`src/rtl/tick_pkg.sv`:
```
package tick_pkg;
  typedef enum logic {
    CFG_PRE = 1'b0,
    CFG_DIV = 1'b1
  } cfg_sel_e;

  localparam int unsigned CFG_W      = 32;
  localparam logic [31:0] PRE_RST    = 32'h0000_0101;
  localparam logic [31:0] DIV_RST    = 32'h0000_0000;
endpackage

```
`src/rtl/tick_cfg_regs.sv`:
```
module tick_cfg_regs
  import tick_pkg::*;
(
  input  logic             clk_i,
  input  logic             rst_ni,
  input  logic             wr_i,
  input  cfg_sel_e         sel_i,
  input  logic [CFG_W-1:0] data_i,
  output logic [CFG_W-1:0] pre_word_o,
  output logic [CFG_W-1:0] div_word_o,
  output logic             restart_o
);
  always_ff @(posedge clk_i or negedge rst_ni) begin
    if (!rst_ni) begin
      pre_word_o <= PRE_RST;
      div_word_o <= DIV_RST;
      restart_o  <= 1'b1;   // first cycle after reset aligns all counters
    end else begin
      restart_o <= wr_i;
      if (wr_i && sel_i == CFG_PRE) pre_word_o <= data_i;
      if (wr_i && sel_i == CFG_DIV) div_word_o <= data_i;
    end
  end

  assert_cfg_hold_R7: assert property (@(posedge clk_i) disable iff (!rst_ni)
    !wr_i |=> ($stable(pre_word_o) && $stable(div_word_o)));
endmodule

```
`src/rtl/tick_prescaler.sv`:
```
module tick_prescaler #(
  parameter int unsigned PRE_W = 8
) (
  input  logic             clk_i,
  input  logic             rst_ni,
  input  logic             restart_i,
  input  logic [PRE_W-1:0] load_i,
  output logic             stb_o
);
  logic [PRE_W-1:0] cnt_q;

  always_ff @(posedge clk_i or negedge rst_ni) begin
    if (!rst_ni)                     cnt_q <= '0;
    else if (restart_i || cnt_q == '0) cnt_q <= load_i;
    else                             cnt_q <= cnt_q - 1'b1;
  end

  assign stb_o = (cnt_q == '0) && !restart_i;

  assert_pre_bound_R2: assert property (@(posedge clk_i) disable iff (!rst_ni || restart_i)
    cnt_q <= load_i);
endmodule

```
`src/rtl/tick_divider.sv`:
```
module tick_divider #(
  parameter int unsigned SEL_W   = 4,
  parameter int unsigned MAX_LOG = 4
) (
  input  logic             clk_i,
  input  logic             rst_ni,
  input  logic             restart_i,
  input  logic             stb_i,
  input  logic [SEL_W-1:0] sel_i,
  output logic             tick_o
);
  localparam int unsigned CW = (MAX_LOG > 0) ? MAX_LOG : 1;

  logic [CW-1:0] cnt_q;
  logic [CW-1:0] mask;
  logic [SEL_W-1:0] eff;

  always_comb begin
    eff = (sel_i > SEL_W'(MAX_LOG)) ? SEL_W'(MAX_LOG) : sel_i;
    for (int b = 0; b < CW; b++) mask[b] = (SEL_W'(b) < eff);
  end

  always_ff @(posedge clk_i or negedge rst_ni) begin
    if (!rst_ni) begin
      cnt_q  <= '0;
      tick_o <= 1'b0;
    end else if (restart_i) begin
      cnt_q  <= '0;
      tick_o <= 1'b0;
    end else begin
      if (stb_i) cnt_q <= cnt_q + 1'b1;
      tick_o <= stb_i && ((cnt_q & mask) == mask);
    end
  end

  assert_div1_pass_R5: assert property (@(posedge clk_i) disable iff (!rst_ni)
    (stb_i && sel_i == '0 && !restart_i) |=> tick_o);
endmodule

```
`src/rtl/tick_gen_top.sv`:
```
module tick_gen_top
  import tick_pkg::*;
#(
  parameter int unsigned NUM_CH  = 5,
  parameter int unsigned GRP0_CH = 2,
  parameter int unsigned PRE_W   = 8,
  parameter int unsigned SEL_W   = 4,
  parameter int unsigned MAX_LOG = 4
) (
  input  logic              clk_i,
  input  logic              rst_ni,
  input  logic              cfg_wr_i,
  input  logic              cfg_sel_i,
  input  logic [31:0]       cfg_data_i,
  output logic [NUM_CH-1:0] tick_o
);
  localparam int unsigned NUM_GRP = 2;

  logic [CFG_W-1:0]   pre_word, div_word;
  logic               restart;
  logic [NUM_GRP-1:0] grp_stb;

  tick_cfg_regs u_cfg (
    .clk_i      (clk_i),
    .rst_ni     (rst_ni),
    .wr_i       (cfg_wr_i),
    .sel_i      (cfg_sel_e'(cfg_sel_i)),
    .data_i     (cfg_data_i),
    .pre_word_o (pre_word),
    .div_word_o (div_word),
    .restart_o  (restart)
  );

  for (genvar g = 0; g < NUM_GRP; g++) begin : g_pre
    tick_prescaler #(.PRE_W(PRE_W)) u_pre (
      .clk_i     (clk_i),
      .rst_ni    (rst_ni),
      .restart_i (restart),
      .load_i    (pre_word[g*PRE_W +: PRE_W]),
      .stb_o     (grp_stb[g])
    );
  end

  for (genvar c = 0; c < NUM_CH; c++) begin : g_ch
    localparam int unsigned GRP = (c < GRP0_CH) ? 0 : 1;
    tick_divider #(.SEL_W(SEL_W), .MAX_LOG(MAX_LOG)) u_div (
      .clk_i     (clk_i),
      .rst_ni    (rst_ni),
      .restart_i (restart),
      .stb_i     (grp_stb[GRP]),
      .sel_i     (div_word[c*SEL_W +: SEL_W]),
      .tick_o    (tick_o[c])
    );

    assert_tick_src_R3: assert property (@(posedge clk_i) disable iff (!rst_ni)
      tick_o[c] |-> $past(grp_stb[GRP]));
  end

  assert_restart_quiet_R8: assert property (@(posedge clk_i) disable iff (!rst_ni)
    restart |=> (tick_o == '0));
endmodule

```
`config.mk`:
```
export PLATFORM = sky130hd
export DESIGN_NAME = tick_gen_top
export DESIGN_NICKNAME = d
export VERILOG_FILES = /design/src/rtl/tick_pkg.sv /design/src/rtl/tick_cfg_regs.sv /design/src/rtl/tick_prescaler.sv /design/src/rtl/tick_divider.sv /design/src/rtl/tick_gen_top.sv
export SDC_FILE = /design/constraint.sdc
export NUM_CORES = 1
export LEC_CHECK = 0
export BUFFER_PORTS_ARGS = -buffer_cell sky130_fd_sc_hd__buf_2
export CORE_ASPECT_RATIO = 1.25
export CORE_UTILIZATION = 40
export DETAILED_ROUTE_END_ITERATION = 10
export PLACE_DENSITY = 0.72
export SETUP_SLACK_MARGIN = 0.15
export SKIP_CTS_REPAIR_TIMING = 1
export SLEW_MARGIN = 20
export SYNTH_ARGS = -nofsm -noshare
export SYNTH_HDL_FRONTEND = slang
export SYNTH_SLANG_ARGS = --single-unit
```
`constraint.sdc`:
```
create_clock -name clk_i -period 2.1 [get_ports clk_i]
set_clock_uncertainty 0.2 [all_clocks]
set_input_delay 0.105 -clock clk_i [delete_from_list [all_inputs] [get_ports clk_i]]
set_output_delay 0.105 -clock clk_i [all_outputs]
set_load 0.01 [all_outputs]
```
# Word level (Yosys, flattened, before mapping)
# Index checks and enable logic that the tools add are counted.
# W data, S select, Z words.
# op_classes
n_bitwise	6
n_mux	22
eq_ne	5
order_cmp	25
add_sub_neg	7
shifts	0
mul	0
div	0
reduce_logical	16
# op_table
operator	n
$mux W4	15
$lt A1 B4 Y1 const A	10
$lt A2 B4 Y1 const A	10
$add A4 B1 Y4 const B	5
$and A4 B4 Y4	5
$eq A4 B4 Y1	5
$gt A4 B3 Y1 const B	5
$logic_not A8 Y1	2
$mux W8	2
$sub A8 B1 Y8 const B	2
$logic_and A1 B1 Y1	9
$mux W1	5
$reduce_bool A2 Y1	2
$logic_or A1 B1 Y1	2
$logic_not A1 Y1	1
$not A1 Y1	1
# totals
reg_bits	78
ram_bits	0
rom_bits	0
memories	0
latch_bits	0

# Longest topological paths before layout
# Gate-level depths: netlist of the first run.
# logic_depth
word_depth	7
mapped_depth	8
mapped_depth_nobuf	6

# Cells and area by module
# Synthesis of the first run repeated with hierarchy kept, for this count alone.
# unflattened
cells_unflattened	345
area_unflattened_um2	4693.3
# modules_own_cells
mod	cells_each	area_each_um2	seq_area_each_um2	instances
tick_cfg_regs	138	2454.9	1630.3	1
tick_divider	23	254.0	125.1	5
tick_prescaler	46	484.2	200.2	2

# Least setup slack after synthesis of the first run
# Ideal clock, no wire load.
# synth_path
kind	reg-to-reg
from	register g_pre[1].u_pre.cnt_q[4]
to	register g_pre[1].u_pre.cnt_q[6]
required_time_ns	1.804
stages_incl_launch_ff	6
path_slack_ns	0.049
t_arrival_ns	1.755
setup_time_ns	0.096
period_less_slack_ns	2.051
path_cell_list	dfrtp_1 or4_4 buf_6 nor3_4 a2111oi_2 nor4_2
# synth_via
elab_chain_cells	3
elab_cells_between_ends	4
cone_classes	add/sub (1); mux (1); reduce/logical (2)
# synth_lines
item	line	rtl
start: declaration	tick_prescaler.sv:10	logic [PRE_W-1:0] cnt_q;
start signal: assignment	tick_prescaler.sv:14	else if (restart_i || cnt_q == '0) cnt_q <= load_i;
start signal: assignment	tick_prescaler.sv:15	else cnt_q <= cnt_q - 1'b1;
parallel branches: the longest is 2 deep, another holds $sub A8 B1 Y8	n/a	
$mux W8 *	tick_prescaler.sv:14	
# Mark *: on every way between the ends.
# A chain may end at the register's enable or synchronous reset.

# Worst setup path after layout of the first run
# layout_path
from	register g_pre[1].u_pre.cnt_q[5]
to	register g_ch[2].u_div.cnt_q[1]
# layout_via
elab_chain_cells	3
# layout_lines
item	line	rtl
$logic_not A8 Y1	tick_prescaler.sv:18	assign stb_o = (cnt_q == '0) && !restart_i;
$logic_and A1 B1 Y1	tick_prescaler.sv:18	
$reduce_bool A2 Y1 (no line)	n/a	
end signal: assignment	tick_divider.sv:31	if (stb_i) cnt_q <= cnt_q + 1'b1;
end: declaration	tick_divider.sv:14	logic [CW-1:0] cnt_q;
# No other way between the ends.

==> impl_summary.log, run 1 <==
INFO  metric rsz_0062_raised_after_global_routing = yes
INFO  metric synth-async-reset-ratio = 100%
INFO  metric critical_path_class = reg2reg
INFO  metric report.final.slew_viol_count = 0
INFO  metric grt_util_met2 = 29.3%
INFO  metric setup_total_negative_slack = 0 ps
INFO  metric yosys_register_bits = 78
INFO  metric final_cell_area = roughly 0.0044 mm2
INFO  metric die_area = 0.00937 mm2
INFO  metric cpMaxStageDelayCell = sky130_fd_sc_hd__or4_4
INFO  metric drv.max_cap_violation_count = 0
INFO  metric firstDrtPassIters = 4
INFO  metric vias = 2521
INFO  metric yosys.cell_types.count = 37
INFO  metric boundaryPins = 41
INFO  metric iteration_0_drc_count_of_the_detailed_router = 80
INFO  metric layout-area-overhead-vs-synth = 22.4%
INFO  metric min_period_over_period = between 90% and 100%
INFO  metric layout_commonest_cell = sky130_fd_sc_hd__dfrtp_1
INFO  metric cpLargestDelayFamily = simple AND/OR/NAND/NOR gates
INFO  metric final-hold-violation-count = 0
INFO  metric grt_first_pass_wirelength = 11500 um
INFO  metric cell_area_after_synthesis = 0.00359 mm2
INFO  metric seq_power_share = 50.4%
INFO  metric status = completed
INFO  metric finalWorstPathRequiredPeriod = about 2000 ps
INFO  metric synth.yosys.warnings = 0
INFO  metric required = about 2200 ps
INFO  metric synth-edff-count = 0
INFO  metric fp.coreArea = just under 0.009 mm2
INFO  metric critical_path_launch_point_type = register
INFO  metric power_density_relative_to_cell_area = 829 mW/mm2
INFO  metric route.detailed.vias_per_inst = roughly 5.0
INFO  metric initial_core_util = between 40 and 50%
INFO  metric global_route.peak_usage_layer = met2
INFO  metric final_antenna_net_count = 0
INFO  metric p_int = roughly 2.7 mW
INFO  metric min-delay-path-class = in2async
INFO  metric antenna_diode_instance_count = 0
INFO  metric cp_num_buf_inv = 1
INFO  metric timing.critical_path.arrival = ~2100 ps
INFO  metric worst_setup_hold_path_clk_slew = 80 ps
INFO  metric max_clock_freq = 500 MHz
INFO  metric globalRouteTotalUtil = 16.2%
INFO  metric worstPathMaxFanout = 6
INFO  metric synth_fp_nets = 360
INFO  metric first_global_vias = 2517
INFO  metric gpl.final_weighted_congestion = 0.811
INFO  metric final_cell_mix = sky130_fd_sc_hd__dfrtp_1, sky130_fd_sc_hd__nor2_1, sky130_fd_sc_hd__mux2_2
INFO  metric numCtsBuffers = 9
INFO  metric finalSetupViolations = 0
INFO  metric worst_path_largest_cell_delay = 590 ps
INFO  metric p_comb_share = between 10% and 20%
INFO  metric worstPathCellList = or4_4, nor3_4, buf_12, mux2i_1, nor2_1
INFO  metric placedInstanceArea = 0.00393 mm2
INFO  metric die_width = 86.8 um
INFO  metric wire_per_inst = between 10 and 15 um
INFO  metric leakage = 1.96 nW
INFO  metric worst_slew_margin_rel = 64.2%
INFO  metric placement.setup.worst_slack = 52.4 ps
INFO  metric cts_tree = yes
INFO  metric drive_above_1_share = between 20 and 30%
INFO  metric route.final.wire_length = 7170 um
INFO  metric power_switching_share = between 20% and 30%
INFO  metric ctsHtreeMaxLevel = 3
INFO  metric portBuffers = 28
INFO  metric tightest_slew = 537 ps
INFO  metric initial_antenna_violation_count = 0
INFO  metric detailed_place_hpwl = 4700 um
INFO  metric clk_latency = 360 ps
INFO  metric synth_cells = 315
INFO  metric power.share.clock = between 30% and 40%
INFO  metric power.net_switching = 969 uW
INFO  metric die_h = 108 um
INFO  metric met3_usage = 2.52%
INFO  metric total_congestion_overflow_after_global_routing = 0
INFO  metric num_rows = 38
INFO  metric power.ir.vdd_worst = about 480 uV
INFO  metric grt_max_degree = 42
INFO  metric synth_sequential_area_ratio = 54.4%
INFO  metric synth_area_per_cell = roughly 11 um2
INFO  metric finalWorstSetupSlack = 100 ps
INFO  metric cts_num_sinks = 78
INFO  metric gr-usage-met1 = ~19%
INFO  metric clock_path_buffers = 2
INFO  metric drc = 0
INFO  metric worstSetupEndpointType = register
INFO  metric root_buffer = sky130_fd_sc_hd__clkbuf_8
INFO  metric r2r_slack = 100 ps
INFO  metric layout.nets = 420
INFO  metric synth_ff_type = sky130_fd_sc_hd__dfrtp_1
==> power by group through the flow <==
stage	Sequential, mW	Clock [mW]	Combinational (mW)
2_1_floorplan	1.81	0	0.381
3_3_place_gp	1.85	0	0.514
3_5_place_dp	1.86	0	0.531
4_1_cts	1.83	1.26	0.540
5_1_grt	1.86	1.31	0.639
6_report	1.84	1.24	0.572
==> layout make-up <==
cell class                      count  area, um2
Fill cell                         784       4300
Sequential cell                    78       1960
Multi-Input combinational cell    206       1520
Timing Repair Buffer               66        508
Tap cell                          120        150
Clock buffer                       12        145
Clock inverter                      4       70.1
Inverter                           14       52.6
==> state kept, by name, summed over array words and instances, names as in the netlist <==
signal / cells
g_ch.u_div.cnt_q: 20
u_cfg.div_word_o: 20
u_cfg.restart_o: 1
g_pre.u_pre.cnt_q: 16
g_ch.u_div.tick_o: 5
u_cfg.pre_word_o: 16
==> Yosys cell counts, types with 2 or more instances <==
| library cell | instances | area, um2 |
|---|---|---|
| sky130_fd_sc_hd__buf_4 | 5 | 37.5 |
| sky130_fd_sc_hd__nor2b_1 | 2 | 12.5 |
| sky130_fd_sc_hd__dfstp_2 | 3 | 78.8 |
| sky130_fd_sc_hd__mux2i_1 | 5 | 50.1 |
| sky130_fd_sc_hd__nand3_1 | 8 | 40.0 |
| sky130_fd_sc_hd__inv_1 | 14 | 52.6 |
| sky130_fd_sc_hd__xor2_1 | 12 | 105 |
| sky130_fd_sc_hd__o22a_1 | 3 | 26.3 |
| sky130_fd_sc_hd__nand2_1 | 6 | 22.5 |
| sky130_fd_sc_hd__xnor2_1 | 9 | 78.8 |
| sky130_fd_sc_hd__dfrtp_1 | 75 | 1880 |
| sky130_fd_sc_hd__a31oi_1 | 4 | 25.0 |
| sky130_fd_sc_hd__o21ai_0 | 10 | 50.1 |
| sky130_fd_sc_hd__nor4_1 | 10 | 62.6 |
| sky130_fd_sc_hd__nor3_1 | 2 | 10.0 |
| sky130_fd_sc_hd__clkbuf_1 | 9 | 33.8 |
| sky130_fd_sc_hd__nor2_1 | 48 | 180 |
| sky130_fd_sc_hd__nand4_1 | 6 | 37.5 |
| sky130_fd_sc_hd__a21oi_1 | 15 | 75.1 |
| sky130_fd_sc_hd__mux2_2 | 38 | 428 |
| sky130_fd_sc_hd__and3_1 | 2 | 12.5 |
| sky130_fd_sc_hd__o2bb2ai_1 | 5 | 43.8 |
| sky130_fd_sc_hd__ha_1 | 9 | 113 |
| sky130_fd_sc_hd__buf_1 | 2 | 7.51 |
==> path summary, 6_finish.rpt <==
| path | startpoint | end | cells after the start |
|---|---|---|---|
| min reg2reg | u_cfg.div_word_o[6] | u_cfg.div_word_o[6] | 1 |
| max reg2reg | g_pre[1].u_pre.cnt_q[5] | g_ch[2].u_div.cnt_q[1] | 5 |
| max | g_pre[1].u_pre.cnt_q[5] | g_ch[2].u_div.cnt_q[1] | 5 |
| min | rst_ni | u_cfg.pre_word_o[3] | 2 |
| max in group asynchronous | rst_ni | g_ch[0].u_div.tick_o | 3 |
| min in group clk_i | cfg_sel_i | u_cfg.pre_word_o[2] | 4 |
==> metal layers <==
metal | up-vias | part of all wire [%]
met5 | - | 0
met4 | 0 | 1.6
met3 | 13 | 2.6
met2 | 43 | 53
met1 | 1248 | 43
li1 | 1217 | -
==> cell families after synthesis <==
| logic type | count (synthesis) | share of synthesized area [%] |
|---|---|---|
| DFF | 78 | 54.4 |
| muxes | 43 | 13.3 |
| AOI/OAI and AO/OA | 41 | 7.31 |
| xor gates and xnor gates | 21 | 5.12 |
| adders and majority gates | 9 | 3.13 |
| buffers and inverters | 31 | 3.97 |
| and+or+nand+nor | 92 | 12.7 |
==> per-stage QoR <==
| step | std cells | hold slack, ps | utilization (%) | power (mW) |
|---|---|---|---|---|
| 2_1_floorplan | 315 | -391 | - | 2.19 |
| 3_3_place_gp | 461 | -86.7 | 45.2 | 2.36 |
| 3_5_place_dp | 461 | -78.5 | 45.2 | 2.39 |
| 4_1_cts | 477 | -465 | 47.7 | 3.62 |
| 5_1_grt | 500 | 110 | 50.5 | 3.82 |
| 6_report | 500 | 69.9 | 50.5 | 3.64 |
Note: power is estimated with default switching activity, not from simulation.
==> run 2: changes to the inputs <==
- CELL_PAD_IN_SITES_DETAIL_PLACEMENT: default -> 0
- CELL_PAD_IN_SITES_GLOBAL_PLACEMENT: default -> 2
- CORE_UTILIZATION: 40 -> 35
- PLACE_DENSITY: 0.72 -> 0.87
==> run 2 against run 1 <==
  * Sequential cell count is the same
  * Final area up 4.6%
  * Hold slack improved by 6.1 ps
  * Critical path depth is the same
  * Critical endpoint is now g_ch[4].u_div.cnt_q[1]
  * First-iteration DRC count rose by 14%
  * Global-route usage down 1.7 points
  * Clock power grew 44%
==> impl_summary.log, run 2 (synthesis gave the netlist of run 1 again) <==
INFO  metric cpLargestDelayFamily = simple AND/OR/NAND/NOR gates
INFO  metric grt_max_degree = 40
INFO  metric status = completed
INFO  metric critical_path_launch_point_type = register
INFO  metric vias = 2493
INFO  metric total_congestion_overflow_after_global_routing = 0
INFO  metric die_width = 92.6 um
INFO  metric firstDrtPassIters = 4
INFO  metric first_global_vias = around 2500
INFO  metric max_clock_freq = 506 MHz
INFO  metric initial_antenna_violation_count = 0
INFO  metric gpl.final_weighted_congestion = 0.784
INFO  metric grt_first_pass_wirelength = 12000 um
INFO  metric layout-area-overhead-vs-synth = 28.0%
INFO  metric power.share.clock = a little over two fifths
INFO  metric rr_startpoint = g_pre[1].u_pre.cnt_q[5]
INFO  metric rsz_0062_raised_after_global_routing = yes
INFO  metric antenna_diode_instance_count = 0
INFO  metric seq_power_share = ~43%
INFO  metric worst_setup_hold_path_clk_slew = 60 ps
INFO  metric wire_per_inst = 13.8 um
INFO  metric power.net_switching = 993 uW
INFO  metric cp_num_buf_inv = 1
INFO  metric numCtsBuffers = 9
INFO  metric final-hold-violation-count = 0
INFO  metric finalWorstPathRequiredPeriod = 1980 ps
INFO  metric p_int = roughly 3.2 mW
INFO  metric worstPathMaxFanout = 6
INFO  metric required = about 2100 ps
INFO  metric worstPathCellList = or4_4, nor3_4, buf_12, mux2i_1, nor2_1
INFO  metric worst_path_largest_cell_delay = 620 ps
INFO  metric report.final.slew_viol_count = 0
INFO  metric layout_commonest_cell = sky130_fd_sc_hd__dfrtp_1
INFO  metric timing.critical_path.arrival = 1990 ps
INFO  metric clk_latency = ~330 ps
INFO  metric drive_above_1_share = 29.5%
INFO  metric r2r_slack = 120 ps
INFO  metric p_total = about 4.2 mW
INFO  metric die_h = 115 um
INFO  metric worstSetupEndpointType = register
INFO  metric drv.max_cap_violation_count = 0
INFO  metric iteration_0_drc_count_of_the_detailed_router = 91
INFO  metric final_cell_mix = sky130_fd_sc_hd__dfrtp_1, sky130_fd_sc_hd__nor2_1, sky130_fd_sc_hd__mux2_2
INFO  metric cts_tree = yes
INFO  metric boundaryPins = 41
INFO  metric portBuffers = 28
INFO  metric clock_path_buffers = 2
INFO  metric die_area = ~0.011 mm2
INFO  metric setup_total_negative_slack = 0 ps
INFO  metric layout.nets = 426
INFO  metric power.ir.vdd_worst = 452 uV
INFO  metric ctsHtreeMaxLevel = 3
INFO  metric num_rows = 41
INFO  metric power_switching_share = approximately a quarter
INFO  metric worst_r2r_endpoint = g_ch[4].u_div.cnt_q[1]
INFO  metric min_period_over_period = 94.2%
INFO  metric worst_slew_margin_rel = 64.8%
INFO  metric fp.coreArea = 0.0101 mm2
INFO  metric drc = 0
INFO  metric min-delay-path-class = in2async
INFO  metric power_density_relative_to_cell_area = 917 mW/mm2
INFO  metric rr_worst_depth = 5
INFO  metric cpMaxStageDelayCell = sky130_fd_sc_hd__or4_4
INFO  metric finalSetupViolations = 0
INFO  metric globalRouteTotalUtil = 14.5%
INFO  metric initial_core_util = 35.7%
INFO  metric route.detailed.vias_per_inst = 4.84
INFO  metric tightest_slew = 527 ps
INFO  metric p_comb_share = between 10% and 20%
INFO  metric hold_ws = 76.0 ps
INFO  metric final_antenna_net_count = 0
INFO  metric leakage = 2.06 nW
INFO  metric route.final.wire_length = 7100 um
INFO  metric critical_path_class = reg2reg
INFO  metric detailed_place_hpwl = approximately 5100 um
INFO  metric root_buffer = sky130_fd_sc_hd__clkbuf_16
INFO  metric largest_registers = g_ch.u_div.cnt_q: 20 flops, u_cfg.div_word_o: 20 flops
INFO  metric cts_num_sinks = 78
-- run 2: cell types whose count changed in the layout (fill, tap and decap cells not counted), moves of 2 or more --
cell / delta
sky130_fd_sc_hd__clkbuf_8: -8
sky130_fd_sc_hd__clkbuf_16: +9
sky130_fd_sc_hd__buf_4: +6
sky130_fd_sc_hd__clkinv_2: -2
-- run 2: worst max-delay path by stage --
| stage | startpoint | to | slack, ps | cells after the start |
|---|---|---|---|---|
| 3_3_place_gp | g_pre[1].u_pre.cnt_q[4] | g_ch[4].u_div.cnt_q[3] | 60 | 4 |
| 4_1_cts | g_pre[1].u_pre.cnt_q[5] | g_ch[4].u_div.cnt_q[3] | 40 | 4 |
| 3_5_place_dp | g_pre[1].u_pre.cnt_q[1] | g_pre[1].u_pre.cnt_q[0] | 50 | 5 |
| 5_1_grt | g_pre[1].u_pre.cnt_q[5] | g_ch[3].u_div.cnt_q[1] | 30 | 5 |
| 6_report | g_pre[1].u_pre.cnt_q[5] | g_ch[4].u_div.cnt_q[1] | 120 | 5 |
| 2_1_floorplan | g_pre[1].u_pre.cnt_q[4] | g_ch[2].u_div.cnt_q[1] | 150 | 5 |
-- run 2: metal layers --
| layer | global-route usage, % | part of all wire (%) | vias up |
|---|---|---|---|
| li1 | - | - | 1228 |
| met4 | 4.31 | 0.76 | 0 |
| met1 | 17.0 | 44 | 1218 |
| met5 | 0 | 0 | - |
| met3 | 3.90 | 3.1 | 6 |
| met2 | 25.8 | 52 | 41 |
-- run 2: power groups by stage --
stage	Combinational [mW]	Sequential, mW	Clock [mW]
2_1_floorplan	0.381	1.81	0
3_3_place_gp	0.549	1.84	0
3_5_place_dp	0.558	1.85	0
4_1_cts	0.563	1.82	1.84
5_1_grt	0.676	1.85	1.91
6_report	0.600	1.83	1.79
-- run 2: cell type report --
cell class | instances | area [um2]
Tap cell | 129 | 161
Inverter | 14 | 52.6
Clock buffer | 13 | 260
Timing Repair Buffer | 72 | 553
Fill cell | 959 | 5460
Clock inverter | 3 | 90.1
Sequential cell | 78 | 1960
Multi-Input combinational cell | 206 | 1530
-- run 2: worst register-to-register path, delay by kind of cell, from the launching register on --
kind | cells | cell delay (ps)
buffers and inverters | 1 | 150
flip-flops | 1 | 420
multiplexers | 1 | 180
AND/OR/NAND/NOR | 3 | 910
-- run 2: metrics by stage --
stage               utilization (%)  area, um2  instances  setup slack [ps]
finish                         45.7       4600        515               123
global route                   45.7       4600        515              33.8
CTS                            43.1       4330        491              37.9
detailed placement             39.6       3980        475              46.3
global placement               39.6       3980        475              64.9
floorplan                         -       3590        315               151
==> run 3: changes to the inputs <==
- CORE_MARGIN: default -> 8
==> run 3 against run 2 <==
  * The flow now finishes with violations (hold timing)
  * First-iteration DRC count grew 4.4%
  * Combinational power shrank 2%
  * Sequential cell count is the same
  * Global-route usage shrank 3.1 points
  * Die area grew 29%
  * Register-to-register slack gained 30 ps
  * Sequential power is essentially flat
  * Count of clock-buffer cells in the layout shrank 3
  * Critical path depth is the same
  * Largest power group unchanged
==> impl_summary.log, run 3 (synthesis gave the netlist of run 1 again) <==
INFO  metric max_clock_freq = roughly 510 MHz
INFO  metric worstPathMaxFanout = 6
INFO  metric globalRouteTotalUtil = 11.4%
INFO  metric worstPathCellList = or4_4, nor3_4, buf_12, mux2i_1, nor2_1
INFO  metric final_util = 45.4%
INFO  metric layout.filler_cells = 966
INFO  metric initial_core_util = 35.7%
INFO  metric final-hold-violation-count = 16
INFO  metric wire_per_inst = 14.4 um
INFO  metric power.share.clock = 42.6%
INFO  metric clock_path_buffers = 2
INFO  metric timing.critical_path.from = g_pre[1].u_pre.cnt_q[4]
INFO  metric clk_latency = roughly 330 ps
INFO  metric drc = 0
INFO  metric grt_max_degree = slightly above 60
INFO  metric report.final.slew_viol_count = 0
INFO  metric finalWorstPathRequiredPeriod = approximately 1900 ps
INFO  metric power_density_relative_to_cell_area = 921 mW/mm2
INFO  metric boundaryPins = 41
INFO  metric finalSetupViolations = 0
INFO  metric dp_cells = roughly 470
INFO  metric num_rows = 41
INFO  metric portBuffers = 28
INFO  metric die_h = approximately 130 um
INFO  metric iteration_0_drc_count_of_the_detailed_router = 95
INFO  metric largest_registers = g_ch.u_div.cnt_q: 20 flops, u_cfg.div_word_o: 20 flops
INFO  metric worstSetupEndpointType = register
INFO  metric r2r_slack = 150 ps
INFO  metric cts_num_sinks = slightly below 80
INFO  metric firstDrtPassIters = 4
INFO  metric layout-area-overhead-vs-synth = 27.0%
INFO  metric p_comb_share = about 14%
INFO  metric ctsHtreeMaxLevel = 3
INFO  metric worst_setup_hold_path_clk_slew = 60 ps
INFO  metric min_period_over_period = 92.8%
INFO  metric p_total = 4.20 mW
INFO  metric route.detailed.vias_per_inst = 4.84
INFO  metric seq_power_share = 43.4%
INFO  metric final_cell_area = 0.00456 mm2
INFO  metric power.net_switching = slightly above 1 mW
INFO  metric final_cell_mix = sky130_fd_sc_hd__dfrtp_1, sky130_fd_sc_hd__nor2_1, sky130_fd_sc_hd__mux2_2
INFO  metric gpl.final_weighted_congestion = 0.795
INFO  metric tightest_slew = a little under 500 ps
INFO  metric cts_tree = yes
INFO  metric worst_slew_margin_rel = 66.5%
INFO  metric layout_commonest_cell = sky130_fd_sc_hd__dfrtp_1
INFO  metric timing.critical_path.arrival = roughly 2000 ps
INFO  metric critical_path_class = reg2reg
INFO  metric fp.coreArea = 0.0101 mm2
INFO  metric rr_startpoint = g_pre[1].u_pre.cnt_q[4]
INFO  metric first_global_vias = 2601
INFO  metric worst_path_largest_cell_delay = 610 ps
INFO  metric cpMaxStageDelayCell = sky130_fd_sc_hd__or4_4
INFO  metric placement.setup.worst_slack = between 100 and 150 ps
INFO  metric placedInstanceArea = 0.00395 mm2
INFO  metric grt_first_pass_wirelength = 12600 um
INFO  metric die_width = 107 um
INFO  metric numCtsBuffers = 9
INFO  metric status = finished with violations
INFO  metric total_congestion_overflow_after_global_routing = 0
INFO  metric root_buffer = sky130_fd_sc_hd__clkbuf_16
INFO  metric power.ir.vdd_worst = 492 uV
INFO  metric min-delay-path-class = in2async
INFO  metric hold_ws = -16.6 ps
INFO  metric leakage = slightly above 2 nW
INFO  metric antenna_diode_instance_count = 0
INFO  metric drive_above_1_share = 29.1%
INFO  metric drv.max_cap_violation_count = 0
INFO  metric violations = hold timing
INFO  metric required = 2110 ps
INFO  metric final_antenna_net_count = 0
INFO  metric finalWorstSetupSlack = 152 ps
INFO  metric vias = approximately 2500
INFO  metric rsz_0062_raised_after_global_routing = yes
INFO  metric power_switching_share = around a quarter
INFO  metric rr_worst_depth = 5
INFO  metric setup_total_negative_slack = 0 ps
INFO  metric detailed_place_hpwl = 5120 um
INFO  metric p_int = 3.17 mW
INFO  metric initial_antenna_violation_count = 0
INFO  metric finish.cell_count_without_fillers = between 500 and 600
INFO  metric die_area = 0.0138 mm2
INFO  metric worst_r2r_endpoint = g_ch[2].u_div.cnt_q[1]
INFO  metric route.final.wire_length = 7360 um
INFO  metric layout.nets = 421
INFO  metric critical_path_launch_point_type = register
-- run 3: worst max-delay path by stage --
stage	depth (start not counted)	slack, ps	to
2_1_floorplan	5	150	g_ch[2].u_div.cnt_q[1]
4_1_cts	7	100	g_ch[1].u_div.cnt_q[1]
3_3_place_gp	4	130	g_ch[4].u_div.cnt_q[3]
6_report	5	150	g_ch[2].u_div.cnt_q[1]
5_1_grt	4	70	g_ch[4].u_div.cnt_q[3]
3_5_place_dp	4	120	g_ch[4].u_div.cnt_q[3]
-- run 3: layout make-up --
type                       count  area (um2)  area share [%]
tap                          129         161            3.54
clock inverter                 6         109            2.39
timing repair buffer          67         515            11.3
multi-input combinational    206        1530            33.5
clock buffer                  10         239            5.24
sequential                    78        1960            42.9
inverter                      14        52.6            1.15
-- run 3: routing by layer --
metal  part of all wire, %  track usage (%)  up-vias  routed length [um]
met3                   2.8             2.33        9                 209
met1                    45             13.7     1207                3310
met2                    51             19.4       30                3720
met5                     0                0        -                   0
met4                   1.7             4.98        0                 124
li1                      -                -     1223                   -
-- run 3: power by group through the flow --
stage	Clock (mW)	Combinational, mW	Sequential [mW]
detailed placement	0	0.548	1.85
CTS	1.83	0.553	1.82
global route	1.89	0.658	1.85
global placement	0	0.534	1.84
finish	1.79	0.587	1.82
floorplan	0	0.381	1.81
-- run 3: worst max-delay path: cells and delay by family, from the launching register on --
family | cells | cell delay, ps
flip-flops | 1 | 430
AND/OR/NAND/NOR | 3 | 860
buffers and inverters | 1 | 150
multiplexers | 1 | 180
